<file path="src/rtl/pt_pkg.sv">
package pt_pkg;
  typedef enum logic [2:0] {
    ST_IDLE,
    ST_RD_DIR,
    ST_RD_TBL,
    ST_DONE,
    ST_FAULT
  } walk_state_e;
endpackage

</file>
<file path="src/rtl/pt_walk_fsm.sv">
module pt_walk_fsm
  import pt_pkg::*;
(
  input  logic        clk_i,
  input  logic        rst_ni,
  input  logic        start_i,
  input  logic        paging_en_i,
  input  logic        ack_i,
  input  logic        present_i,
  output walk_state_e state_o,
  output logic        take_walk_o,
  output logic        take_bypass_o,
  output logic        dir_hit_o,
  output logic        tbl_hit_o,
  output logic        fault_set_o
);
  walk_state_e state_q, state_d;

  always_comb begin
    state_d       = state_q;
    take_walk_o   = 1'b0;
    take_bypass_o = 1'b0;
    dir_hit_o     = 1'b0;
    tbl_hit_o     = 1'b0;
    fault_set_o   = 1'b0;
    unique case (state_q)
      ST_IDLE: if (start_i) begin
        if (paging_en_i) begin
          take_walk_o = 1'b1;
          state_d     = ST_RD_DIR;
        end else begin
          take_bypass_o = 1'b1;
          state_d       = ST_DONE;
        end
      end
      ST_RD_DIR: if (ack_i) begin
        if (present_i) begin
          dir_hit_o = 1'b1;
          state_d   = ST_RD_TBL;
        end else begin
          fault_set_o = 1'b1;
          state_d     = ST_FAULT;
        end
      end
      ST_RD_TBL: if (ack_i) begin
        if (present_i) begin
          tbl_hit_o = 1'b1;
          state_d   = ST_DONE;
        end else begin
          fault_set_o = 1'b1;
          state_d     = ST_FAULT;
        end
      end
      ST_DONE, ST_FAULT: state_d = ST_IDLE;
      default: state_d = ST_IDLE;
    endcase
  end

  always_ff @(posedge clk_i or negedge rst_ni) begin
    if (!rst_ni) state_q <= ST_IDLE;
    else         state_q <= state_d;
  end

  assign state_o = state_q;
endmodule

</file>
<file path="src/rtl/pt_entry_addr.sv">
module pt_entry_addr #(
  parameter int unsigned FRAME_W    = 20,
  parameter int unsigned IDX_W      = 10,
  parameter int unsigned ENTRY_LOG2 = 2,
  localparam int unsigned ADDR_W    = FRAME_W + IDX_W + ENTRY_LOG2
) (
  input  logic [FRAME_W-1:0] frame_i,
  input  logic [IDX_W-1:0]   idx_hi_i,
  input  logic [IDX_W-1:0]   idx_lo_i,
  input  logic               sel_hi_i,
  output logic [ADDR_W-1:0]  addr_o
);
  logic [IDX_W-1:0] idx;
  assign idx = sel_hi_i ? idx_hi_i : idx_lo_i;

  generate
    if (ENTRY_LOG2 == 0) begin : g_byte_entry
      assign addr_o = {frame_i, idx};
    end else begin : g_wide_entry
      assign addr_o = {frame_i, idx, {ENTRY_LOG2{1'b0}}};
    end
  endgenerate
endmodule

</file>
<file path="src/rtl/pt_entry_decode.sv">
module pt_entry_decode #(
  parameter int unsigned ADDR_W = 32,
  parameter int unsigned OFF_W  = 12,
  localparam int unsigned FRAME_W = ADDR_W - OFF_W
) (
  input  logic [ADDR_W-1:0]  entry_i,
  output logic               present_o,
  output logic [FRAME_W-1:0] frame_o
);
  logic unused_attr;
  assign present_o   = entry_i[0];
  assign frame_o     = entry_i[ADDR_W-1:OFF_W];
  assign unused_attr = ^entry_i[OFF_W-1:1];
endmodule

</file>
<file path="src/rtl/pt_walker.sv">
module pt_walker
  import pt_pkg::*;
#(
  parameter int unsigned ADDR_W     = 32,
  parameter int unsigned OFF_W      = 12,
  parameter int unsigned IDX_W      = 10,
  parameter int unsigned ENTRY_LOG2 = 2
) (
  input  logic              clk_i,
  input  logic              rst_ni,
  input  logic              start_i,
  input  logic              paging_en_i,
  input  logic [ADDR_W-1:0] lin_addr_i,
  input  logic [ADDR_W-1:0] dir_base_i,
  output logic              mem_req_o,
  output logic [ADDR_W-1:0] mem_addr_o,
  input  logic              mem_ack_i,
  input  logic [ADDR_W-1:0] mem_rdata_i,
  output logic [ADDR_W-1:0] phys_addr_o,
  output logic              done_o,
  output logic              fault_o
);
  localparam int unsigned FRAME_W  = ADDR_W - OFF_W;
  localparam int unsigned TBL_LSB  = OFF_W;
  localparam int unsigned DIR_LSB  = OFF_W + IDX_W;

  walk_state_e        state;
  logic               take_walk, take_bypass, dir_hit, tbl_hit, fault_set;
  logic               present;
  logic [FRAME_W-1:0] entry_frame;
  logic [ADDR_W-1:0]  lin_q, phys_q;
  logic [FRAME_W-1:0] frame_q;
  logic               walk_busy;
  logic               in_dir_rd;

  pt_walk_fsm i_fsm (
    .clk_i         (clk_i),
    .rst_ni        (rst_ni),
    .start_i       (start_i),
    .paging_en_i   (paging_en_i),
    .ack_i         (mem_ack_i),
    .present_i     (present),
    .state_o       (state),
    .take_walk_o   (take_walk),
    .take_bypass_o (take_bypass),
    .dir_hit_o     (dir_hit),
    .tbl_hit_o     (tbl_hit),
    .fault_set_o   (fault_set)
  );

  pt_entry_decode #(.ADDR_W(ADDR_W), .OFF_W(OFF_W)) i_dec (
    .entry_i   (mem_rdata_i),
    .present_o (present),
    .frame_o   (entry_frame)
  );

  pt_entry_addr #(.FRAME_W(FRAME_W), .IDX_W(IDX_W), .ENTRY_LOG2(ENTRY_LOG2)) i_eaddr (
    .frame_i  (frame_q),
    .idx_hi_i (lin_q[DIR_LSB +: IDX_W]),
    .idx_lo_i (lin_q[TBL_LSB +: IDX_W]),
    .sel_hi_i (in_dir_rd),
    .addr_o   (mem_addr_o)
  );

  always_ff @(posedge clk_i or negedge rst_ni) begin
    if (!rst_ni) begin
      lin_q   <= '0;
      frame_q <= '0;
      phys_q  <= '0;
    end else begin
      if (take_walk) begin
        lin_q   <= lin_addr_i;
        frame_q <= dir_base_i[ADDR_W-1:OFF_W];
      end
      if (dir_hit)     frame_q <= entry_frame;
      if (take_bypass) phys_q  <= lin_addr_i;
      if (tbl_hit)     phys_q  <= {entry_frame, lin_q[OFF_W-1:0]};
      if (fault_set)   phys_q  <= '0;
    end
  end

  assign in_dir_rd   = (state == ST_RD_DIR);
  assign walk_busy   = (state != ST_IDLE);
  assign mem_req_o   = (state == ST_RD_DIR) || (state == ST_RD_TBL);
  assign done_o      = (state == ST_DONE) || (state == ST_FAULT);
  assign fault_o     = (state == ST_FAULT);
  assign phys_addr_o = phys_q;
endmodule

</file>
<file path="config.mk">
export PLATFORM = sky130hd
export DESIGN_NAME = pt_walker
export DESIGN_NICKNAME = d
export VERILOG_FILES = /design/src/rtl/pt_pkg.sv /design/src/rtl/pt_walk_fsm.sv /design/src/rtl/pt_entry_addr.sv /design/src/rtl/pt_entry_decode.sv /design/src/rtl/pt_walker.sv
export SDC_FILE = /design/constraint.sdc
export NUM_CORES = 1
export LEC_CHECK = 0
export BUFFER_PORTS_ARGS = -buffer_cell sky130_fd_sc_hd__clkbuf_2
export CAP_MARGIN = 5
export CORE_ASPECT_RATIO = 0.7
export CORE_MARGIN = 2
export CORE_UTILIZATION = 45
export DETAILED_ROUTE_END_ITERATION = 6
export HOLD_SLACK_MARGIN = 0.1
export PLACE_DENSITY_LB_ADDON = 0.1
export SLEW_MARGIN = 20
export SYNTH_ARGS = -nofsm -noshare
export SYNTH_HDL_FRONTEND = slang
export SYNTH_SLANG_ARGS = --single-unit
</file>
<file path="constraint.sdc">
create_clock -name clk_i -period 1.8 [get_ports clk_i]
set_input_delay 0.09 -clock clk_i [delete_from_list [all_inputs] [get_ports clk_i]]
set_output_delay 0.09 -clock clk_i [all_outputs]
set_load 0.01 [all_outputs]
</file>
==> impl_metrics.ini, run 1 <==
[power_and_ir_drop]
p_per_area_nw_per_um2 = 1550
clockPowerShare_pct = 20.9
total_power_mw = 9.17
peakVddDrop_mv = 0.777
p_seq_share_pct = 37.2
switching_share_pct = 37.2
switching_power_mw = 3.41
p_leak_nw = 3.01
p_int_mw = 5.76
combPwrFrac_pct = 41.8

[worst_setup_path]
crit_end = mem_addr_o[11]
ff2ff_path_depth = 7
cp.arrival_ps = 1640
critPathLaunchType = flop
critPathTopFamily = buffers and inverters
cp-end-kind = output pin
reg2reg_from = i_fsm.state_o[2]
r2r_end = frame_q[3]
cp.depth = 5
critical_path.cell_chain = buf_6 -> nor2_4 -> buf_12 -> mux2_2 -> clkbuf_2
r2r_slack_ps = 100
cp_slowest_cell = dfrtp_1
critical_path_buf_inv_count = 3
cpPeakStageDelay_ps = 400
startpoint = i_fsm.state_o[2]
critical_path_class = flop to output pin
critPathRequiredTime_ps = 1710
crit_fanout = 10

[global_routing]
use_met3_pct = 8.98
grt_overflow = 0
met1_usage_pct = 33.4
track_usage_pct = 25.5
grt_pass1_vias = 3743
use_met2_pct = 40.5
grt_max_degree = 44
busiest_layer = met2
grt_pass1_wl_um = 18400
grt_antenna_before_repair = 0

[yosys]
synth_cell_types = 28
synth-seq-cells = 87
synth_warnings = 0
avgSynthCellArea_um2 = 9.06
synth_area_um2 = 3930
synth_cells = 434
yosysSeqAreaShare_pct = 55.4

[clocking]
clock-sinks = 87
clk_latency_ps = 340
path_clk_slew_ps = 60
cts_buffers = 9
cts_tree = done
clk_path_buf_depth = 2
root_buffer = clkbuf_16
htree_levels = 3

[worst_hold_path]
hold_path_class = primary input to flop
hold-path-cell-count = 4

[drt]
postRouteAntennaNets = 0
avgViaCountPerCell = 5.08
drt_iter0_markers = 295
drtPass1Iterations = 5
post-route-drc-count = 0
totalWireLength_um = 11800
via_count = 3947
routedWlPerCell_um = 15.2

[placed_design]
postPlaceCellArea_um2 = 4820
place_inst = 682
gp_congestion = 0.779
io_buffers = 142
hpwl_um = 7530

[floorplan]
start_util_pct = 46.4
core.rowCount = 28
fp.dieH_um = 82.2
dieWidth_um = 116
io_pins = 168
die_area_um2 = 9510
core_area_um2 = 8480

[sta]
hold_viol_final = 0
rsz0062_at_grt = no
finalCritPeriodShare_pct = 96.0
finalMaxSlewViolations = 0
timing.fmax_ghz = 0.579
setup_violations = 0
layout_min_cycle_time_ps = 1730
skew_ps = 5.48
tns_ps = 0

[final_layout]
drive_above_1_share_pct = 31.2
num_antenna_cells = 0
nFillCells = 669
final_cells = 777
final_common_cell = nand2_1
area_growth_pct = 50.9
nets = 753
finalInstanceArea_um2 = 5930
mostFrequentLayoutCells = nand2_1, clkbuf_2, dfrtp_1

[outcome]
status = finished, final reports clean

[job]
cap_viol_max_count = 0
## per-layer routing
| metal | wire, µm | up-vias |
|---|---|---|
| li1 | - | 1873 |
| met1 | 5120 | 1890 |
| met2 | 5610 | 164 |
| met3 | 889 | 20 |
| met4 | 172 | 0 |
| met5 | 0 | - |
## synthesized netlist by cell type (all sizes together)
master,count,area [µm²]
nand2,172,648
dfrtp,87,2180
a22oi,33,248
o21ai,32,160
buf,27,171
nor2,25,96.4
a31oi,20,125
mux2,10,113
clkbuf,8,30.0
nand2b,4,40.0
or3,3,18.8
inv,2,7.51
o22a,2,17.5
and2,1,6.26
conb,1,3.75
mux2i,1,10.0
nor2b,1,6.26
nor3,1,5.00
nor3b,1,7.51
nor4b,1,23.8
o21bai,1,7.51
xnor2,1,8.76
## cell type report
type	count	area (µm²)	area share, %
Clock buffer	10	239	4.03
Clock inverter	6	70.1	1.18
Inverter	2	7.51	0.127
Multi-Input combinational cell	311	1570	26.5
Sequential cell	87	2180	36.8
Tap cell	120	150	2.53
Timing Repair Buffer	241	1710	28.9
## power by group through the flow
stage | logic (mW) | clock network, mW | registers [mW]
floorplan | 1.90 | 0 | 3.59
global placement | 3.48 | 0 | 3.42
detailed placement | 3.56 | 0 | 3.45
CTS | 3.74 | 1.96 | 3.41
global route | 4.25 | 2.03 | 3.52
finish | 3.84 | 1.92 | 3.41
## what timing repair did
action / 4_1_cts / 5_1_grt
pin swaps: 0 / 1
setup endpoints to repair: 10 / 31
endpoints found under the hold margin: 171 / 0
resized for setup: 2 / 6
buffers inserted: 2 / 4
hold buffers: 73 / 0
cloned: 0 / 0
## logic make-up (layout without fill, tap and decap cells)
group / count (synthesis) / after routing / synth area share (%)
DFF: 87 / 87 / 55.4
muxes: 11 / 11 / 3.12
and+or+nand+nor: 209 / 209 / 21.7
other: 1 / 2 / 0.0954
buffers and inverters: 37 / 259 / 5.32
xor gates and xnor gates: 1 / 1 / 0.223
AOI/OAI and AO/OA: 88 / 88 / 14.2
## stage by stage
step,setup WS (ps),hold slack (ps),util [%]
6_report,72.2,181,70.0
5_1_grt,19.7,207,70.0
4_1_cts,4.70,162,69.3
3_5_place_dp,76.0,35.5,56.9
3_3_place_gp,129,33.5,56.9
2_1_floorplan,291,-206,-
## registers in the layout, indices dropped and copies added, names as in the netlist
name           flops
frame_q           20
i_fsm.state_o      3
lin_q             32
phys_addr_o       32
## worst min path at each step
| stage | start | to | slack (ps) |
|---|---|---|---|
| finish | start_i | i_fsm.state_o[0] | 180 |
| global route | start_i | i_fsm.state_o[0] | 210 |
| CTS | mem_ack_i | i_fsm.state_o[2] | 160 |
| detailed placement | rst_ni | i_fsm.state_o[0] | 40 |
| global placement | rst_ni | phys_addr_o[0] | 30 |
| floorplan | rst_ni | frame_q[0] | -210 |
## worst min-delay path, stage by stage
cell	delay [ps]
clkbuf_2	100
mux2i_1	120
o22a_1	150
nor2_1	40
Note: power is estimated with default switching activity, not from simulation.
==> inputs of run 2 (changes only) <==
RECOVER_POWER = 25   (was unset)
==> impl_metrics.ini, run 2 (synthesized netlist as in run 1, its figures left out) <==
[outcome]
status = finished, final reports clean

[final_layout]
area_growth_pct = 50.5
mostFrequentLayoutCells = nand2_1, clkbuf_2, dfrtp_1
final_cells = 777
drive_above_1_share_pct = 31.2
final_common_cell = nand2_1
utilization_pct = 69.8
num_antenna_cells = 0
nets = 753

[sta]
tightest_slew_ps = 691
layout_min_cycle_time_ps = 1720
rsz0062_at_grt = no
setup_slack_ps = 75.5
tns_ps = 0
skew_ps = 6.08
timing.fmax_ghz = 0.580
finalCritPeriodShare_pct = 95.8
setup_violations = 0
finalMaxSlewViolations = 0
relSlewSlack_pct = 53.9
hold_viol_final = 0

[worst_setup_path]
critPathLaunchType = flop
cp-end-kind = output pin
critical_path.cell_chain = buf_6 -> nor2_4 -> buf_12 -> mux2_2 -> clkbuf_2
critPathRequiredTime_ps = 1710
cp_slowest_cell = dfrtp_1
cpPeakStageDelay_ps = 400
crit_fanout = 10
critical_path_class = flop to output pin
cp.arrival_ps = 1630
r2r_slack_ps = 100

[global_routing]
grt_max_degree = 44
grt_antenna_before_repair = 0
met1_usage_pct = 33.4
track_usage_pct = 25.5
grt_overflow = 0
grt_pass1_vias = 3743
use_met2_pct = 40.5
busiest_layer = met2
use_met3_pct = 8.98
grt_pass1_wl_um = 18400

[floorplan]
start_util_pct = 46.4
fp.dieH_um = 82.2
core_area_um2 = 8480
dieWidth_um = 116
die_area_um2 = 9510
io_pins = 168
core.rowCount = 28

[clocking]
path_clk_slew_ps = 60
clk_latency_ps = 340
cts_tree = done
root_buffer = clkbuf_16
clk_path_buf_depth = 2
htree_levels = 3
clock-sinks = 87
cts_buffers = 9

[power_and_ir_drop]
p_leak_nw = 3.01
p_per_area_nw_per_um2 = 1550
peakVddDrop_mv = 0.779

[drt]
avgViaCountPerCell = 5.01
routedWlPerCell_um = 15.1
post-route-drc-count = 0
postRouteAntennaNets = 0
drt_iter0_markers = 246
drtPass1Iterations = 5
via_count = 3894
totalWireLength_um = 11700

[placed_design]
place_inst = 682
gp_congestion = 0.779
io_buffers = 142
pre_cts_slack_ps = 76.0
hpwl_um = 7530

[worst_hold_path]
hold_path_class = primary input to flop

[job]
cap_viol_max_count = 0
[run 2: cell count changes in the layout (fill, tap and decap cells not counted)]
cell / delta
clkbuf_4: +1
buf_12: -1
clkbuf_2: +1
buf_4: -1
[run 2: critical path, delay by kind of cell (launching register included)]
kind	cells	cell delay [ps]
AND/OR/NAND/NOR	1	120
flip-flops	1	400
multiplexers	1	360
buffers and inverters	3	420
[run 2: worst paths after layout]
kind,startpoint,endpoint,cells after the start
max reg2reg,i_fsm.state_o[2],frame_q[3],7
min in group asynchronous,rst_ni,i_fsm.state_o[0],2
min reg2reg,lin_q[20],lin_q[20],2
max,i_fsm.state_o[2],mem_addr_o[11],5
min,start_i,i_fsm.state_o[0],4
max in group asynchronous,rst_ni,phys_addr_o[23],3
[run 2: layout make-up]
| cell class | count | area [µm²] |
|---|---|---|
| clock buffers | 10 | 239 |
| clock inverters | 6 | 70.1 |
| inverters | 2 | 7.51 |
| well taps | 120 | 150 |
| fillers | 672 | 2560 |
| multi-input cells | 311 | 1570 |
| flip-flops and latches | 87 | 2180 |
| repair buffers | 241 | 1700 |
[run 2: repair_timing]
item,4_1_cts,5_1_grt
pin swaps,0,1
hold endpoints to repair,171,0
gates resized for setup,2,6
endpoints found under the setup margin,10,31
hold buffers,73,0
buffers inserted,2,4
[run 2: power breakdown]
part           internal, mW  total [mW]  switching [mW]
Combinational          1.75        3.83            2.08
Clock                  1.12        1.92           0.805
Sequential             2.89        3.41           0.527
Total                  5.75        9.16            3.41
[run 2: layer usage]
layer  share of wire [%]  vias to the layer above
met2                  48                      148
met3                 7.9                       14
met4                 1.1                        0
met5                   0                        -
li1                    -                     1873
met1                  43                     1859
[run 2: through the flow]
step	power, mW	hold WS, ps	area [µm²]
after floorplan	5.49	-206	3940
after global placement	6.90	33.5	4820
after detailed placement	7.01	35.5	4820
after CTS	9.12	162	5880
after global routing	9.80	207	5920
final	9.16	182	5920
